File: src/rtl/daf_pkg.sv
package daf_pkg;
  localparam int BYTE_W    = 8;
  localparam int ADDR_BYTES = 6;
  localparam int MAC_W     = BYTE_W * ADDR_BYTES;
  localparam int CFG_DW    = 32;
  typedef logic [MAC_W-1:0] mac_t;
endpackage

File: src/rtl/daf_cfg_regs.sv
module daf_cfg_regs
  import daf_pkg::*;
#(
  parameter int N_ENTRIES = 17,
  parameter int CFG_AW = 6
) (
  input  logic                     clk,
  input  logic                     rst_n,
  input  logic                     cfg_we,
  input  logic [CFG_AW-1:0]        cfg_addr,
  input  logic [CFG_DW-1:0]        cfg_wdata,
  output logic [N_ENTRIES-1:0]     en_o,
  output logic                     prom_o,
  output mac_t [N_ENTRIES-1:0]     tbl_o
);
  localparam logic [CFG_AW-1:0] EN_ADDR   = '0;
  localparam logic [CFG_AW-1:0] PROM_ADDR = CFG_AW'(1);
  localparam int LAST_ADDR = 1 + 2 * N_ENTRIES;

  logic unused_wdata_sink;
  assign unused_wdata_sink = ^cfg_wdata;

  always_ff @(posedge clk or negedge rst_n) begin
    if (!rst_n) begin
      en_o   <= '0;
      prom_o <= 1'b0;
    end else if (cfg_we) begin
      if (cfg_addr == EN_ADDR)   en_o   <= cfg_wdata[N_ENTRIES-1:0];
      if (cfg_addr == PROM_ADDR) prom_o <= cfg_wdata[0];
    end
  end

  for (genvar k = 0; k < N_ENTRIES; k++) begin : g_entry
    localparam logic [CFG_AW-1:0] HI_A = CFG_AW'(2 + 2 * k);
    localparam logic [CFG_AW-1:0] LO_A = CFG_AW'(3 + 2 * k);
    always_ff @(posedge clk or negedge rst_n) begin
      if (!rst_n) begin
        tbl_o[k] <= '0;
      end else if (cfg_we) begin
        if (cfg_addr == HI_A) tbl_o[k][MAC_W-1:32] <= cfg_wdata[15:0];
        if (cfg_addr == LO_A) tbl_o[k][31:0]       <= cfg_wdata[31:0];
      end
    end
  end

  assert_cfg_hold_R10: assert property (@(posedge clk) disable iff (!rst_n)
    (cfg_we && (int'(cfg_addr) > LAST_ADDR)) |=> ($stable(en_o) && $stable(prom_o) && $stable(tbl_o)));
endmodule

File: src/rtl/daf_capture.sv
module daf_capture
  import daf_pkg::*;
(
  input  logic              clk,
  input  logic              rst_n,
  input  logic              take,
  input  logic [BYTE_W-1:0] data,
  input  logic              sof,
  output logic              done_o,
  output mac_t              addr_o
);
  localparam int IDX_W = $clog2(ADDR_BYTES);
  localparam logic [IDX_W-1:0] LAST_IDX = IDX_W'(ADDR_BYTES - 1);

  logic [MAC_W-BYTE_W-1:0] held_q;
  logic [IDX_W-1:0]        idx_q;
  logic                    busy_q;

  assign done_o = take && !sof && busy_q && (idx_q == LAST_IDX);
  assign addr_o = {held_q, data};

  always_ff @(posedge clk or negedge rst_n) begin
    if (!rst_n) begin
      held_q <= '0;
      idx_q  <= '0;
      busy_q <= 1'b0;
    end else if (take) begin
      if (sof) begin
        held_q <= {{(MAC_W-2*BYTE_W){1'b0}}, data};
        idx_q  <= IDX_W'(1);
        busy_q <= 1'b1;
      end else if (busy_q) begin
        held_q <= {held_q[MAC_W-2*BYTE_W-1:0], data};
        if (idx_q == LAST_IDX) begin
          idx_q  <= '0;
          busy_q <= 1'b0;
        end else begin
          idx_q <= idx_q + IDX_W'(1);
        end
      end
    end
  end

  assert_idx_range_R9: assert property (@(posedge clk) disable iff (!rst_n)
    idx_q <= LAST_IDX);
  assert_idle_idx_R9: assert property (@(posedge clk) disable iff (!rst_n)
    (take && !sof && !busy_q) |=> !busy_q);
endmodule

File: src/rtl/daf_match.sv
module daf_match
  import daf_pkg::*;
#(
  parameter int N_ENTRIES = 17
) (
  input  mac_t                 addr,
  input  logic [N_ENTRIES-1:0] en,
  input  mac_t [N_ENTRIES-1:0] tbl,
  output logic                 hit_o
);
  logic [N_ENTRIES-1:0] hit;
  for (genvar k = 0; k < N_ENTRIES; k++) begin : g_cmp
    assign hit[k] = en[N_ENTRIES-1-k] && (tbl[k] == addr);
  end
  assign hit_o = |hit;
endmodule

File: src/rtl/dst_addr_filter.sv
module dst_addr_filter
  import daf_pkg::*;
#(
  parameter int N_ENTRIES = 17,
  localparam int CFG_AW = $clog2(2 * N_ENTRIES + 2)
) (
  input  logic              clk,
  input  logic              rst_n,
  input  logic              in_valid,
  output logic              in_ready,
  input  logic [7:0]        in_data,
  input  logic              in_sof,
  output logic              dec_valid,
  input  logic              dec_ready,
  output logic              dec_accept,
  input  logic              cfg_we,
  input  logic [CFG_AW-1:0] cfg_addr,
  input  logic [31:0]       cfg_wdata
);
  logic [N_ENTRIES-1:0] en;
  logic                 prom;
  mac_t [N_ENTRIES-1:0] tbl;
  mac_t                 cur_addr;
  logic                 addr_done;
  logic                 hit;
  logic                 take;

  assign in_ready = !(dec_valid && !dec_ready);
  assign take     = in_valid && in_ready;

  daf_cfg_regs #(.N_ENTRIES(N_ENTRIES), .CFG_AW(CFG_AW)) u_regs (
    .clk(clk), .rst_n(rst_n), .cfg_we(cfg_we), .cfg_addr(cfg_addr),
    .cfg_wdata(cfg_wdata), .en_o(en), .prom_o(prom), .tbl_o(tbl)
  );

  daf_capture u_cap (
    .clk(clk), .rst_n(rst_n), .take(take), .data(in_data), .sof(in_sof),
    .done_o(addr_done), .addr_o(cur_addr)
  );

  daf_match #(.N_ENTRIES(N_ENTRIES)) u_match (
    .addr(cur_addr), .en(en), .tbl(tbl), .hit_o(hit)
  );

  always_ff @(posedge clk or negedge rst_n) begin
    if (!rst_n) begin
      dec_valid  <= 1'b0;
      dec_accept <= 1'b0;
    end else if (addr_done) begin
      dec_valid  <= 1'b1;
      dec_accept <= prom || hit;
    end else if (dec_ready) begin
      dec_valid  <= 1'b0;
    end
  end

  assert_dec_follows_R7: assert property (@(posedge clk) disable iff (!rst_n)
    addr_done |=> dec_valid);
  assert_no_spurious_R7: assert property (@(posedge clk) disable iff (!rst_n)
    (!addr_done && !(dec_valid && !dec_ready)) |=> !dec_valid);
  assert_hold_R8: assert property (@(posedge clk) disable iff (!rst_n)
    (dec_valid && !dec_ready) |=> (dec_valid && $stable(dec_accept)));
  assert_prom_keep_R5: assert property (@(posedge clk) disable iff (!rst_n)
    (addr_done && prom) |=> dec_accept);
  assert_all_off_drop_R6: assert property (@(posedge clk) disable iff (!rst_n)
    (addr_done && !prom && (en == '0)) |=> !dec_accept);
endmodule

File: config.mk
export PLATFORM = sky130hd
export DESIGN_NAME = dst_addr_filter
export DESIGN_NICKNAME = d
export VERILOG_FILES = /design/src/rtl/daf_pkg.sv /design/src/rtl/daf_cfg_regs.sv /design/src/rtl/daf_capture.sv /design/src/rtl/daf_match.sv /design/src/rtl/dst_addr_filter.sv
export SDC_FILE = /design/constraint.sdc
export NUM_CORES = 2
export LEC_CHECK = 0
export CAP_MARGIN = 40
export CORE_MARGIN = 2
export CORE_UTILIZATION = 60
export CTS_CLUSTER_SIZE = 16
export DETAILED_ROUTE_END_ITERATION = 10
export PLACE_DENSITY = 0.75
export SKIP_CTS_REPAIR_TIMING = 1
export SLEW_MARGIN = 25
export SYNTH_ARGS = -nofsm -noshare
export SYNTH_HDL_FRONTEND = slang
export SYNTH_SLANG_ARGS = --single-unit
File: constraint.sdc
create_clock -name clk -period 2.1 [get_ports clk]
set_input_delay 0.525 -clock clk [delete_from_list [all_inputs] [get_ports clk]]
set_output_delay 0.525 -clock clk [all_outputs]
set_load 0.005 [all_outputs]
# Yosys cells after proc, flatten, opt, wreduce, memory -nomap -nowiden
# Index checks and enable logic that the tools add are counted.
[totals]
mem_count = 0
latch_bits = 0
out_inout_bits = 3
ff_bits = 880
ram_bits = 0
romBits = 0
word_cells = 172
input_bits = 52
[classes]
multipliers = 0
eq_ne = 53
n_div = 0
n_lt_le_gt_ge = 0
mux = 10
n_addsub = 1
bitwise = 0
n_shift = 0
n_reduce_logical = 67
[op_table]
columns = ["cell", "count"]
rows = [
  ["$eq A48 B48 Y1", 17],
  ["$eq A6 B5 Y1 const B", 16],
  ["$mux W40", 2],
  ["$reduce_and A2 Y1", 37],
  ["$eq A6 B4 Y1 const B", 8],
  ["$eq A6 B3 Y1 const B", 4],
  ["$eq A6 B6 Y1 const B", 4],
  ["$logic_and A1 B1 Y1", 22],
  ["$reduce_or A17 Y1", 1],
  ["$eq A6 B2 Y1 const B", 2],
  ["$mux W3", 3],
  ["$eq A6 B1 Y1 const B", 1],
  ["$logic_not A6 Y1", 1],
  ["$mux W1", 5],
  ["$reduce_bool A2 Y1", 2],
  ["$add A3 B1 Y3 const B", 1],
  ["$eq A3 B3 Y1 const B", 1],
  ["$logic_not A1 Y1", 3],
  ["$logic_or A1 B1 Y1", 1],
]

# Longest topological paths before layout
[depth]
word_depth = 8
depth_mapped = 9
ltp_nobuf = 7

# Modules after synthesis
# Synthesis repeated with hierarchy kept, for this count alone.
[hier_totals]
hier_cells = 3325
hier_area_um2 = 42862.4
[by_module_without_submodules]
columns = ["mod", "area_each_um2", "cells_per_inst", "seq_area_each_um2", "n_inst"]
rows = [
  ["daf_cfg_regs", 31282.5, 1870, 20870.0, 1],
  ["daf_match", 9572.9, 1261, 0.0, 1],
  ["daf_capture", 1915.6, 186, 1101.1, 1],
  ["dst_addr_filter", 91.3, 8, 50.0, 1],
]

# Worst setup path before layout
# No wires, ideal clock.
[synth_path]
kind = "input to register"
from = "input port cfg_addr[5]"
to = "register u_regs.tbl_o[662] (netlist name)"
setup_ps = 125
cell_stages = 6
arrival_ps = 1876
slack_ps = 100
path_buffers = 2
t_required_ps = 1975
path_cell_list = "and3b_1 -> buf_6 -> nand3_2 -> nor3_4 -> buf_2 -> mux2_2"
[synth_between]
elab_chain_cells = 2
[synth_rtl]
columns = ["element", "line_no", "rtl"]
rows = [
  ["start, declared", "dst_addr_filter.sv:17", "input logic [CFG_AW-1:0] cfg_addr,"],
  ["$eq A6 B5 Y1", "daf_cfg_regs.sv:40", "if (cfg_addr == HI_A) tbl_o[k][MAC_W-1:32] <= cfg_wdata[15:0];"],
  ["$reduce_and A2 Y1 (no line)", "-", ""],
  ["end signal, assigned by index", "daf_cfg_regs.sv:40", ""],
  ["end signal, assigned by index", "daf_cfg_regs.sv:41", "if (cfg_addr == LO_A) tbl_o[k][31:0] <= cfg_wdata[31:0];"],
  ["end, declared", "daf_cfg_regs.sv:14", "output mac_t [N_ENTRIES-1:0] tbl_o"],
]
# No other way between the ends.
# A chain may end at the register's enable or synchronous reset.

# Final worst setup path
[layout_path]
from = "register u_cap.held_q[35]"
to = "register dec_accept"
[layout_between]
elab_chain_cells = 4
elab_cells_between_ends = 36
cone_classes = "eq/ne (17); reduce/logical (19)"
[layout_rtl]
columns = ["element", "line_no", "rtl"]
rows = [
  ["start, declared", "daf_capture.sv:15", "logic [MAC_W-BYTE_W-1:0] held_q;"],
  ["start signal, assigned", "daf_capture.sv:29", "held_q <= {{(MAC_W-2*BYTE_W){1'b0}}, data};"],
  ["start signal, assigned", "daf_capture.sv:33", "held_q <= {held_q[MAC_W-2*BYTE_W-1:0], data};"],
  ["$eq A48 B48 Y1", "daf_match.sv:13", "assign hit[k] = en[N_ENTRIES-1-k] && (tbl[k] == addr);"],
  ["$logic_and A1 B1 Y1", "daf_match.sv:13", ""],
  ["$reduce_or A17 Y1 *", "daf_match.sv:15", "assign hit_o = |hit;"],
  ["$logic_or A1 B1 Y1 *", "dst_addr_filter.sv:51", "dec_accept <= prom || hit;"],
  ["end signal, assigned", "dst_addr_filter.sv:51", ""],
  ["end, declared", "dst_addr_filter.sv:15", "output logic dec_accept,"],
]
# Every way passes the cells marked *; elsewhere a longest branch is shown, timed or not.

==> summary.txt <==
Routing
  – TritonRoute pass-1 iters: 6
  – 1st-iter DRT viols: roughly 3800
  – Via-per-instance ratio: approximately 6.6
  – Antenna-violating nets left: 0
  – Remaining DRCs: 0
  – Routed WL per cell: 33.49 um
  – Routed via count: between 30000 and 40000
  – Final WL: 156.0 mm

Min path
  – Worst hold path endpoint: u_regs.tbl_o[425]
  – Hold WC Path Type: in2reg
  – Hold depth: 2
  – Worst min-delay path startpoint: cfg_wdata[9]

GRT
  – First-pass GRT wire length: 223.5 mm
  – Initial antenna violation count: 9
  – Grt total ovfl: 0
  – Vias in the first global route: ~32000
  – Pin count of the biggest net entering global routing: 93
  – Global Route Usage Sum: between 40% and 50%

Cells and area
  – Nets: 3693
  – Finished Cell Area: just over 50000 um^2
  – Area grow syn2layout: 21.43%
  – Share of layout cells above drive strength 1: 41.18%

Power and ir drop
  – Overall power: approximately 0.049 W
  – Pwr Density: 953.2 nW/um^2
  – Static leakage: 24.88 nW
  – Max VDD drop: 0.7487 mV

Yosys
  – Compound-Gate Fraction of Synth Area: approximately 2.5%
  – Post-Syn Area per Cell: approximately 13 um^2
  – Post-synth EDFFs: 0
  – Seq cells post-synth: 880
  – Share of the synthesized area in the top cell type: between 50% and 60%
  – Post-synthesis mux area share: 21.96%
  – Largest family of logic cells by synthesized area: multiplexers
  – Netlist area before placement: 42650 um^2
  – Mapped Cells: about 3300
  – Post-synth ARST share: 100.0%
  – Area leader, netlist: dfrtp_1
  – Top_reg_cell synth: dfrtp_1
  – Simple-gate share of the synthesized area: 5.290%
  – Adder-Cell Fraction of Synth Area: 0%
  – Post-synthesis sequential area ratio: roughly half
  – Yosys cell types: 53
  – Yosys Warn Count: 0
  – Ranking of synthesized cells by area: dfrtp_1 52%, mux2_2 21%, xor2_1 8.1%
  – Post-synth net total: 3335
  – Xor/xnor share of the synthesized area: roughly 15%

Floorplan
  – Starting Density: between 60% and 70%
  – Die area: 73230 um^2
  – Core Rows: 97
  – Core Region: approximately 70000 um^2
  – Die height: 270.6 um
  – I/O pin cnt: 55
  – Die Wd: around 270 um

STA
  – RSZ-0062 raised after global routing: true
  – Setup-failing EPs final: 2
  – Max-slew violations: 0
  – TNS Setup: -0.5439 ns
  – Min Tclk post-route: 2.489 ns
  – Slew @ Worst Pin: 0.9132 ns
  – Final Hold Fails: 0
  – Slew HR: 39.12%
  – Achievable frequency: around 400 MHz
  – Setup slack after layout: -0.3895 ns
  – Fin crit share: 118.5%
  – Clock skew: between 0.02 and 0.03 ns

Setup path
  – CP Data Required Time: 2.69 ns
  – CP max FO: 4
  – Critical Path Source Type: register
  – R2r endpoint: dec_accept
  – Crit end category: register
  – Crit Reg-Reg Startpoint: u_cap.held_q[35]
  – Worst path arrival time: 3.08 ns
  – R2R Setup Slk: -0.39 ns
  – Kind of critical path: reg2reg
  – Worst R2R Path Depth: 10

Clock tree
  – CTS tree: built
  – Clock Latency Late Sink: 0.68 ns
  – Root Buffer Master: clkbuf_16
  – Clk sinks: 880
  – Worst-path clk slew: approximately 0.06 ns
  – H-tree Lvls: 3
  – Clk buf depth: 3
  – Inserted Clock Buffers: between 90 and 100

Place
  – Gpl congestion: 0.9835
  – Dpl hpwl: 101.4 mm
  – Area post-placement: 48020 um^2
  – Buffers on Ports: 54

Run status
  – Status: finished, violations left
  – Failing checks: setup timing

Run
  – Max-cap violations: 0
-- worst max-delay path, cell delays in order, from the launching register on --
cell and delay [ns]:
dfrtp_1 0.46, buf_12 0.18, buf_12 0.14, buf_4 0.17, xor2_1 0.17, nor3_2 0.27
nand4_1 0.23, o32ai_2 0.36, buf_4 0.19, nor4_1 0.05, a31oi_1 0.19
-- cells in the final DEF, fill, tap and decap left out, drive strengths merged, types with 15 or more instances in the layout --
cell / n
dfrtp: 880
mux2: 825
buf: 479
xor2: 396
xnor2: 340
clkbuf: 134
nor4: 122
nand4: 108
nand2: 72
o21ai: 60
inv: 59
clkdlybuf4s50: 28
nor3: 21
nor2: 21
o22ai: 19
clkinv: 19
o2bb2ai: 15
-- power breakdown --
group          internal, W  total (W)  switching, W
logic              0.00519     0.0108       0.00556
registers           0.0192     0.0210       0.00178
clock network       0.0105     0.0176       0.00706
-- through the flow --
stage,utilization [%],instances,hold slack [ns],worst slack [ns]
6_report,73.82,4658,0.2900,-0.3895
5_1_grt,73.81,4656,0.2810,-0.4048
4_1_cts,73.10,4646,-0.1710,-0.7736
3_5_place_dp,68.46,4477,0.4888,-0.8945
3_3_place_gp,68.46,4477,0.4723,-0.8337
2_1_floorplan,-,3283,0.2294,0.09953
-- layer usage --
metal  GRT usage [%]  wire length, um
met5           1.184              120
met4           30.14            13310
met3           10.74            17610
met2           62.60            67870
met1           55.63            57080
-- area by class of cell --
cell class | instances | area (um^2)
well taps | 940 | 1176
flip-flops and latches | 880 | 22040
clock buffers | 134 | 2776
multi-input cells | 2100 | 19450
clock inverters | 35 | 481.7
repair buffers | 510 | 5649
fillers | 4596 | 18360
diodes | 3 | 7.507
inverters | 56 | 210.2
-- kinds of logic after synthesis --
family,count (synthesis)
DFF,880
muxes,825
xor gates and xnor gates,736
and+or+nand+nor,386
buffers and inverters,303
AOI/OAI and AO/OA,153
-- how the worst max path moves through the flow --
stage	from	end	slack, ns	depth (start not counted)
2_1_floorplan	cfg_addr[5]	u_regs.tbl_o[662]	0.1	6
5_1_grt	u_cap.held_q[7]	dec_accept	-0.40	9
4_1_cts	u_cap.held_q[32]	dec_accept	-0.77	9
3_3_place_gp	in_data[2]	dec_accept	-0.83	10
6_report	u_cap.held_q[35]	dec_accept	-0.39	10
3_5_place_dp	in_data[2]	dec_accept	-0.89	10
-- synthesized netlist by cell type (5+ instances only) --
| cell type | count |
|---|---|
| o2bb2ai_1 | 15 |
| mux2_1 | 6 |
| inv_1 | 56 |
| a222oi_1 | 5 |
| buf_6 | 8 |
| nor2_2 | 6 |
| a221oi_1 | 10 |
| nand2_1 | 72 |
| buf_4 | 42 |
| dfrtp_1 | 880 |
| mux2_4 | 20 |
| nand3_1 | 12 |
| nor2_1 | 15 |
| xnor2_1 | 340 |
| nand4_1 | 108 |
| o22ai_1 | 19 |
| nor3_1 | 18 |
| a22o_1 | 14 |
| a2111oi_0 | 5 |
| a21oi_1 | 6 |
| nor2b_1 | 5 |
| o2111ai_1 | 6 |
| mux2_2 | 799 |
| buf_2 | 122 |
| nand2b_1 | 8 |
| xor2_1 | 396 |
| o21ai_0 | 59 |
| nor4_1 | 121 |
| clkbuf_1 | 74 |
-- flip-flops by register name, indices dropped and copies added, names as in the netlist --
signal / flops
u_regs.tbl_o: 816
u_cap.held_q: 40
u_regs.en_o: 17
u_cap.idx_q: 3
dec_accept: 1
dec_valid: 1
u_cap.busy_q: 1
u_regs.prom_o: 1
(Power assumes the default switching activity.)
